[src/rtl/e3oh_pkg.sv]
package e3oh_pkg;
    localparam int TRACE_LEN = 16;
    localparam int IDX_W     = $clog2(TRACE_LEN);
    localparam int ADDR_W    = 5;
    localparam logic [ADDR_W-1:0] ADDR_MASK1 = 5'd16;
    localparam logic [ADDR_W-1:0] ADDR_MASK2 = 5'd17;
    localparam logic [7:0] FA1_NOM = 8'hF6;
    localparam logic [7:0] FA2_NOM = 8'h28;

    typedef enum logic [1:0] {ST_HUNT, ST_FA1, ST_FA2, ST_BODY} pos_state_t;
    typedef enum logic [1:0] {K_PASS, K_FA1, K_FA2, K_TR} byte_kind_t;
endpackage

[src/rtl/e3oh_regfile.sv]
module e3oh_regfile
    import e3oh_pkg::*;
(
    input  logic              clk,
    input  logic              rst_n,
    input  logic              reg_we,
    input  logic [ADDR_W-1:0] reg_addr,
    input  logic [7:0]        reg_wdata,
    output logic [7:0]        reg_rdata,
    input  logic [IDX_W-1:0]  tr_idx,
    output logic [7:0]        tr_byte,
    output logic [7:0]        mask1,
    output logic [7:0]        mask2
);
    logic [7:0] trace_q [TRACE_LEN];

    generate
        for (genvar i = 0; i < TRACE_LEN; i++) begin : g_trace
            always_ff @(posedge clk or negedge rst_n) begin
                if (!rst_n)
                    trace_q[i] <= 8'h00;
                else if (reg_we && reg_addr == ADDR_W'(i))
                    trace_q[i] <= reg_wdata;
            end
        end
    endgenerate

    always_ff @(posedge clk or negedge rst_n) begin
        if (!rst_n) begin
            mask1 <= 8'h00;
            mask2 <= 8'h00;
        end else if (reg_we) begin
            if (reg_addr == ADDR_MASK1) mask1 <= reg_wdata;
            if (reg_addr == ADDR_MASK2) mask2 <= reg_wdata;
        end
    end

    always_comb begin
        if (reg_addr < ADDR_W'(TRACE_LEN))
            reg_rdata = trace_q[reg_addr[IDX_W-1:0]];
        else if (reg_addr == ADDR_MASK1)
            reg_rdata = mask1;
        else if (reg_addr == ADDR_MASK2)
            reg_rdata = mask2;
        else
            reg_rdata = 8'h00;
    end

    assign tr_byte = trace_q[tr_idx];

    p_mask1_write_r9: assert property (@(posedge clk) disable iff (!rst_n)
        (reg_we && reg_addr == ADDR_MASK1) |=> (mask1 == $past(reg_wdata)));
    p_mask2_hold_r9: assert property (@(posedge clk) disable iff (!rst_n)
        !(reg_we && reg_addr == ADDR_MASK2) |=> $stable(mask2));
endmodule

[src/rtl/e3oh_pos_fsm.sv]
module e3oh_pos_fsm
    import e3oh_pkg::*;
#(
    parameter int FRAME_LEN = 537,
    parameter int TR_POS    = 6
) (
    input  logic       clk,
    input  logic       rst_n,
    input  logic       in_valid,
    input  logic       in_sof,
    output byte_kind_t kind
);
    localparam int CNT_W = $clog2(FRAME_LEN);
    localparam logic [CNT_W-1:0] LAST_POS = CNT_W'(FRAME_LEN - 1);
    localparam logic [CNT_W-1:0] TR_CNT   = CNT_W'(TR_POS);

    pos_state_t       state_q, state_d;
    logic [CNT_W-1:0] cnt_q, cnt_d;

    always_ff @(posedge clk or negedge rst_n) begin
        if (!rst_n) begin
            state_q <= ST_HUNT;
            cnt_q   <= '0;
        end else begin
            state_q <= state_d;
            cnt_q   <= cnt_d;
        end
    end

    always_comb begin
        state_d = state_q;
        cnt_d   = cnt_q;
        if (in_valid) begin
            if (in_sof) begin
                state_d = ST_FA2;
                cnt_d   = CNT_W'(1);
            end else begin
                unique case (state_q)
                    ST_HUNT: state_d = ST_HUNT;
                    ST_FA1: begin
                        state_d = ST_FA2;
                        cnt_d   = CNT_W'(1);
                    end
                    ST_FA2: begin
                        state_d = ST_BODY;
                        cnt_d   = CNT_W'(2);
                    end
                    ST_BODY: begin
                        if (cnt_q == LAST_POS) begin
                            state_d = ST_FA1;
                            cnt_d   = '0;
                        end else begin
                            cnt_d = cnt_q + 1'b1;
                        end
                    end
                endcase
            end
        end
    end

    always_comb begin
        kind = K_PASS;
        if (in_sof) begin
            kind = K_FA1;
        end else begin
            unique case (state_q)
                ST_HUNT: kind = K_PASS;
                ST_FA1:  kind = K_FA1;
                ST_FA2:  kind = K_FA2;
                ST_BODY: kind = (cnt_q == TR_CNT) ? K_TR : K_PASS;
            endcase
        end
    end

    p_fa1_then_fa2_r4: assert property (@(posedge clk) disable iff (!rst_n)
        (in_valid && kind == K_FA1) |=> (state_q == ST_FA2));
    p_body_range_r7: assert property (@(posedge clk) disable iff (!rst_n)
        (state_q == ST_BODY) |-> (cnt_q >= CNT_W'(2) && cnt_q <= LAST_POS));
    p_idle_hold_r8: assert property (@(posedge clk) disable iff (!rst_n)
        !in_valid |=> ($stable(state_q) && $stable(cnt_q)));
endmodule

[src/rtl/e3oh_inserter.sv]
module e3oh_inserter
    import e3oh_pkg::*;
#(
    parameter int FRAME_LEN = 537,
    parameter int TR_POS    = 6
) (
    input  logic       clk,
    input  logic       rst_n,
    input  logic       in_valid,
    input  logic       in_sof,
    input  logic [7:0] in_data,
    input  logic       reg_we,
    input  logic [4:0] reg_addr,
    input  logic [7:0] reg_wdata,
    output logic [7:0] reg_rdata,
    output logic       out_valid,
    output logic [7:0] out_data
);
    byte_kind_t       kind;
    logic [IDX_W-1:0] tr_idx_q;
    logic [7:0]       tr_byte, tr_hold_q, mask1, mask2, byte_d;

    e3oh_regfile u_regs (
        .clk       (clk),
        .rst_n     (rst_n),
        .reg_we    (reg_we),
        .reg_addr  (reg_addr),
        .reg_wdata (reg_wdata),
        .reg_rdata (reg_rdata),
        .tr_idx    (tr_idx_q),
        .tr_byte   (tr_byte),
        .mask1     (mask1),
        .mask2     (mask2)
    );

    e3oh_pos_fsm #(.FRAME_LEN(FRAME_LEN), .TR_POS(TR_POS)) u_fsm (
        .clk      (clk),
        .rst_n    (rst_n),
        .in_valid (in_valid),
        .in_sof   (in_sof),
        .kind     (kind)
    );

    // Trace entry captured at the start of each frame; later writes wait a round.
    always_ff @(posedge clk or negedge rst_n) begin
        if (!rst_n) begin
            tr_idx_q  <= '0;
            tr_hold_q <= 8'h00;
        end else if (in_valid && kind == K_FA1) begin
            tr_idx_q  <= tr_idx_q + 1'b1;
            tr_hold_q <= tr_byte;
        end
    end

    always_comb begin
        unique case (kind)
            K_FA1:   byte_d = FA1_NOM ^ mask1;
            K_FA2:   byte_d = FA2_NOM ^ mask2;
            K_TR:    byte_d = tr_hold_q;
            default: byte_d = in_data;
        endcase
    end

    always_ff @(posedge clk or negedge rst_n) begin
        if (!rst_n) begin
            out_valid <= 1'b0;
            out_data  <= 8'h00;
        end else begin
            out_valid <= in_valid;
            if (in_valid) out_data <= byte_d;
        end
    end

    p_valid_follow_r8: assert property (@(posedge clk) disable iff (!rst_n)
        in_valid |=> out_valid);
    p_valid_drop_r8: assert property (@(posedge clk) disable iff (!rst_n)
        !in_valid |=> !out_valid);
    p_payload_r2: assert property (@(posedge clk) disable iff (!rst_n)
        (in_valid && kind == K_PASS) |=> (out_data == $past(in_data)));
    p_idx_step_r5: assert property (@(posedge clk) disable iff (!rst_n)
        (in_valid && kind == K_FA1) |=> (tr_idx_q == $past(tr_idx_q) + 1'b1));
    p_hold_stable_r6: assert property (@(posedge clk) disable iff (!rst_n)
        !(in_valid && kind == K_FA1) |=> $stable(tr_hold_q));
    p_fa1_mask_r3: assert property (@(posedge clk) disable iff (!rst_n)
        (in_valid && kind == K_FA1) |=> ((out_data ^ $past(mask1)) == FA1_NOM));
endmodule

[config.mk]
export PLATFORM = sky130hd
export DESIGN_NAME = e3oh_inserter
export DESIGN_NICKNAME = d
export VERILOG_FILES = /design/src/rtl/e3oh_pkg.sv /design/src/rtl/e3oh_regfile.sv /design/src/rtl/e3oh_pos_fsm.sv /design/src/rtl/e3oh_inserter.sv
export SDC_FILE = /design/constraint.sdc
export NUM_CORES = 1
export LEC_CHECK = 0
export BUFFER_PORTS_ARGS = -buffer_cell sky130_fd_sc_hd__buf_2
export CAP_MARGIN = 10
export CORE_MARGIN = 1
export CORE_UTILIZATION = 45
export CTS_CLUSTER_DIAMETER = 30
export DETAILED_ROUTE_END_ITERATION = 10
export SETUP_SLACK_MARGIN = 0.15
export SYNTH_ARGS = -nofsm -noshare
export SYNTH_HDL_FRONTEND = slang
export SYNTH_SLANG_ARGS = --single-unit
[constraint.sdc]
create_clock -name clk -period 6.4 [get_ports clk]
set_input_delay 1.28 -clock clk [delete_from_list [all_inputs] [get_ports clk]]
set_output_delay 1.28 -clock clk [all_outputs]
set_load 0.005 [all_outputs]
# ---- Yosys cells after proc, flatten, opt, wreduce, memory -nomap -nowiden
# Cells that the tools add are included.
dict set report classes {
  add_sub_neg 2
  multipliers 0
  n_div 0
  magnitude_cmp 3
  eq_ne 26
  n_shift 0
  mux 19
  bitwise 4
  n_reduce_logical 24
}
# op n
set ops {}
lappend ops {{8-bit binary-select mux with 4-bit select} 2}
lappend ops {{8-bit two-way mux} 7}
lappend ops {{5-bit by 4-bit == test with 1-bit output (second input constant)} 8}
lappend ops {{10-bit case mux with 3 select lines} 1}
lappend ops {{8-bit case mux with 3 select lines} 1}
lappend ops {{5-bit by 3-bit == test with 1-bit output (second input constant)} 4}
lappend ops {{10-bit two-way mux} 2}
lappend ops {{1-bit logical AND} 17}
lappend ops {{2-bit case mux with 4 select lines} 2}
lappend ops {{10-bit by 1-bit adder with 10-bit output (second input constant)} 1}
lappend ops {{10-bit == test (second input constant)} 1}
lappend ops {{10-bit by 3-bit == test with 1-bit output (second input constant)} 1}
lappend ops {{5-bit by 2-bit == test with 1-bit output (second input constant)} 2}
lappend ops {{5-bit == test (second input constant)} 2}
lappend ops {{5-bit >= comparator (second input constant)} 2}
lappend ops {{4-bit NOT with 5-bit output} 2}
lappend ops {{2-bit == test (second input constant)} 4}
lappend ops {{2-bit two-way mux} 4}
lappend ops {{2-bit AND reduction} 4}
lappend ops {{6-bit NOT} 1}
lappend ops {{5-bit by 1-bit == test with 1-bit output (second input constant)} 1}
lappend ops {{5-bit zero test} 1}
lappend ops {{5-bit < comparator (second input constant)} 1}
lappend ops {{4-bit by 1-bit adder with 4-bit output (second input constant)} 1}
lappend ops {{other kinds (5)} 6}
dict set report word_totals {
  regBits 177
  latch_bits 0
  ram_bits 0
  romBits 0
  in_bits 26
  output_inout_bits 17
  word_cells 102
  mem_count 0
}

# ---- Longest topological paths before layout
dict set report depth {
  ltp_word 6
  mapped_depth 8
  mapped_depth_nobuf 6
}

# ---- Cells and area by module
# Synthesis repeated with hierarchy kept, for this count alone.
dict set report unflattened {
  cells_unflattened 676
  area_unflattened_um2 9600.5
}
# module n_inst cells_each area_per_inst_um2 seq_area_each_um2
set modules_own_cells {}
lappend modules_own_cells {e3oh_regfile 1 503 7687.4 3603.5}
lappend modules_own_cells {e3oh_inserter 1 93 1101.1 525.5}
lappend modules_own_cells {e3oh_pos_fsm 1 80 812.0 300.3}

# ---- Worst setup path after synthesis
# No wires, ideal clock.
dict set report synth_timing {
  path_kind {input-to-output}
  startpoint {in reg_addr[0]}
  endpoint {out reg_rdata[6]}
  arrival_ps 2658
  required_time_ps 5120
  setup_slack_ps 2462
  cell_stages 6
  n_path_buf 2
  path_cell_list {buf_2 > buf_4 > mux4_2 > mux2i_1 > nor2_1 > o31a_1}
}
dict set report synth_between {
  elab_chain_len 5
  word_cells_on_any_way 10
  cone_classes {1 x order compare; 2 x eq/ne; 6 x mux; 1 x bitwise}
}
# item line
set synth_rtl {}
lappend synth_rtl {{from (decl)} e3oh_inserter.sv:13} ;# input logic [4:0] reg_addr,
lappend synth_rtl {{4-bit NOT with 5-bit output (not written as such)} e3oh_regfile.sv:40} ;# reg_rdata = trace_q[reg_addr[IDX_W-1:0]];
lappend synth_rtl {{8-bit binary-select mux with 4-bit select} e3oh_regfile.sv:40}
lappend synth_rtl {{8-bit two-way mux (not written as such) (2 in a row)} e3oh_regfile.sv:40}
lappend synth_rtl {{8-bit two-way mux (*)} e3oh_regfile.sv:39} ;# if (reg_addr < ADDR_W'(TRACE_LEN))
lappend synth_rtl {{to (decl)} e3oh_inserter.sv:15} ;# output logic [7:0] reg_rdata,
# Every way passes the cells marked *; elsewhere a longest branch is shown, timed or not. The select of a mux whose other input is x is not followed.

# ---- Worst setup path in the final report
dict set report layout_timing {
  startpoint {in reg_addr[0]}
  endpoint {out reg_rdata[4]}
}
# Same word-level chain as after synthesis.

==> results.yml <==
routing:
  vias_per_cell: 6.05
  wl_per_cell_um: 22.8
  drc: 0
  num_vias: 6023
  wl_mm: 22.7
  drt-pass1-iter-count: 5
  antenna_left: 0
  drtIter0Drc: 316
clocking:
  htree_num_levels: 4
  clock-root-buffer: "clkbuf_16"
  cts_buffers: 17
  clock_sinks: 177
  clockBufferDepth: 2
  clk_pin_slew_ns: 0.07
  cts_hold_buf: 0
  worstSkewPairLatency_ns: 0.43
  cts_setup_buffers: 0
  ctsResizeCount: 0
  tritoncts: "built"
yosys:
  ys_top_cells_by_area: "dfrtp_1 47%, mux2_2 19%, mux4_2 14%"
  netlist_instances: 692
  synth-edff-count: 0
  synth_nets: 726
  yosys-top-cells-count: "177 x dfrtp_1, 159 x mux2_2, 61 x mux4_2"
  yosysUniqueCellTypes: 56
  synth_top_area_share: 0.465
  ys_warn_count: 0
  yosysSeqAreaShare: 0.465
  synth.largest_area_cell: "dfrtp_1"
  avgSynthCellArea_um2: 13.8
  synthMostInstantiatedCell: "dfrtp_1"
  synth_async_sr_flop_share: 1.00
  ys_ff_latch: 177
  ys.flop_type: "dfrtp_1"
  syn_area_um2: 9520
finish:
  area_growth_syn_to_layout_pct: 10.5
  final_util: 0.513
  final_area_um2: 10500
  final-seq-area_um2: 4430
  stdcell_count: 996
  drive_gt1_frac: 0.429
  nFillCells: 1764
  final_nets: 746
  multi_input_comb_area_um2: 4830
timing:
  whs_ns: 0.501
  finalHoldViolCount: 0
  worst_slack_ns: 1.55
  clock_skew_ns: 0.0121
  rsz0062_at_grt: "false"
  max_freq_ghz: 0.206
  tns_ns: 0
  max-slew-margin-rel: 0.301
  final_max_slew_viol_count: 0
  tightest_slew_ns: 1.05
  period_share: 0.757
  setup_violations: 0
  period_minus_slack_ns: 4.85
min_path:
  hold-path-endpoint: "tr_hold_q[6]$_DFFE_PN0P_"
  hold_class: "reg2reg"
  hold_path.startpoint: "tr_hold_q[6]$_DFFE_PN0P_"
  hold_depth: 1
power:
  ir_worst_vdd_uv: 175
  finalPower_mw: 3.83
  power_density_nw_per_um2: 364
  leakagePower_nw: 4.60
grt:
  grt_max_degree: 124
  grtUsageTotal: 0.223
  grt_pass1_wl_mm: 36.8
  first_global_vias: 6343
  antenna_found_initial: 1
  grt-ovfl-total: 0
placement:
  placed_area_um2: 9880
  dp.cells: 962
  place_congestion: 0.796
  io_buffers: 42
  hpwl_mm: 15.9
  dp_slack_ns: 1.51
die:
  die_area_um2: 21800
  core_um2: 20500
  dieHeight_um: 147
  initial_utilization: 0.465
  rows: 52
  die_x_um: 147
  io_pins: 43
critical_path:
  reg2reg_depth: 5
  r2r_end: "tr_hold_q[3]$_DFFE_PN0P_"
  end_kind: "output pin"
  worstPathArrival_ns: 3.57
  start_kind: "input pin"
  cp_max_fo: 28
  regToRegSetupSlack_ns: 4.05
  path_class: "in2out"
  reg2reg_from: "u_fsm.state_q[0]$_DFFE_PN0P_"
  critical_path_required_ns: 5.12
run_status:
  status: "finished, final reports clean"
job:
  drv_cap: 0
==> registers in the layout, indices dropped and copies added (netlist names) <==
register,cells
tr_idx_q,4
out_valid,1
u_regs.mask2,8
tr_hold_q,8
u_fsm.state_q,2
u_regs.mask1,8
u_fsm.cnt_q,10
out_data,8
u_regs.trace_q,128
==> layout by cell type, fill, tap and decap left out, types with 6 or more instances in the layout <==
master     instances
a21oi_1           12
clkbuf_16         17
nor2_1            16
o32a_1             9
mux2_2           159
nand2_1           39
mux4_2            61
buf_2             41
ha_1               8
a22oi_1           19
dfrtp_1          176
inv_1              8
a211oi_1           6
o21ai_0           19
nor2b_1           16
xnor2_1            9
and3_1            12
mux2i_1           20
==> report_power, final <==
part / internal, mW / total [mW] / switching [mW]
registers: 1.36 / 1.56 / 0.192
clock network: 0.633 / 1.09 / 0.456
logic: 0.620 / 1.19 / 0.566
total: 2.62 / 3.83 / 1.21
==> critical path, cell delays in order <==
cell     delay [ns]
buf_2          0.64
buf_4          0.47
mux4_2         0.55
mux2i_1        0.16
nand2_1        0.11
and3_1         0.21
buf_2          0.13
==> final cells by class <==
| cell class | count | share of cell area |
|---|---|---|
| clock inverter | 13 | 0.0163 |
| clock buffer | 19 | 0.0421 |
| antenna | 1 | 0.000238 |
| tap | 270 | 0.0321 |
| timing repair buffer | 47 | 0.0260 |
| inverter | 8 | 0.00285 |
| multi-input combinational | 461 | 0.459 |
| sequential | 177 | 0.421 |
==> kinds of logic after synthesis <==
logic type | count (synthesis) | share of synthesized area
AO/OA/AOI/OAI | 88 | 0.0646
XOR/XNOR | 10 | 0.00920
adder cells (fa/ha/maj) | 8 | 0.0105
buffers and inverters | 54 | 0.0273
flip-flops | 177 | 0.465
multiplexers | 240 | 0.353
AND/OR/NAND/NOR | 115 | 0.0700
==> worst max path at each step <==
stage / startpoint / endpoint / slack, ns / depth (start not counted)
final: reg_addr[0] / reg_rdata[4] / 1.55 / 7
after global routing: reg_addr[0] / reg_rdata[4] / 1.38 / 7
after CTS: reg_addr[0] / reg_rdata[4] / 1.52 / 7
after detailed placement: reg_addr[0] / reg_rdata[4] / 1.51 / 7
after global placement: reg_addr[0] / reg_rdata[4] / 1.53 / 7
after floorplan: reg_addr[0] / reg_rdata[6] / 2.46 / 6
==> metal layers <==
metal | vias to the layer above | GRT usage | wire length (um)
met4 | 0 | 0.0624 | 364
met3 | 25 | 0.0414 | 813
met1 | 3151 | 0.309 | 10100
met5 | - | 0 | 0
li1 | 2709 | - | -
met2 | 138 | 0.362 | 11400
Power figures use the tool's default switching activity.
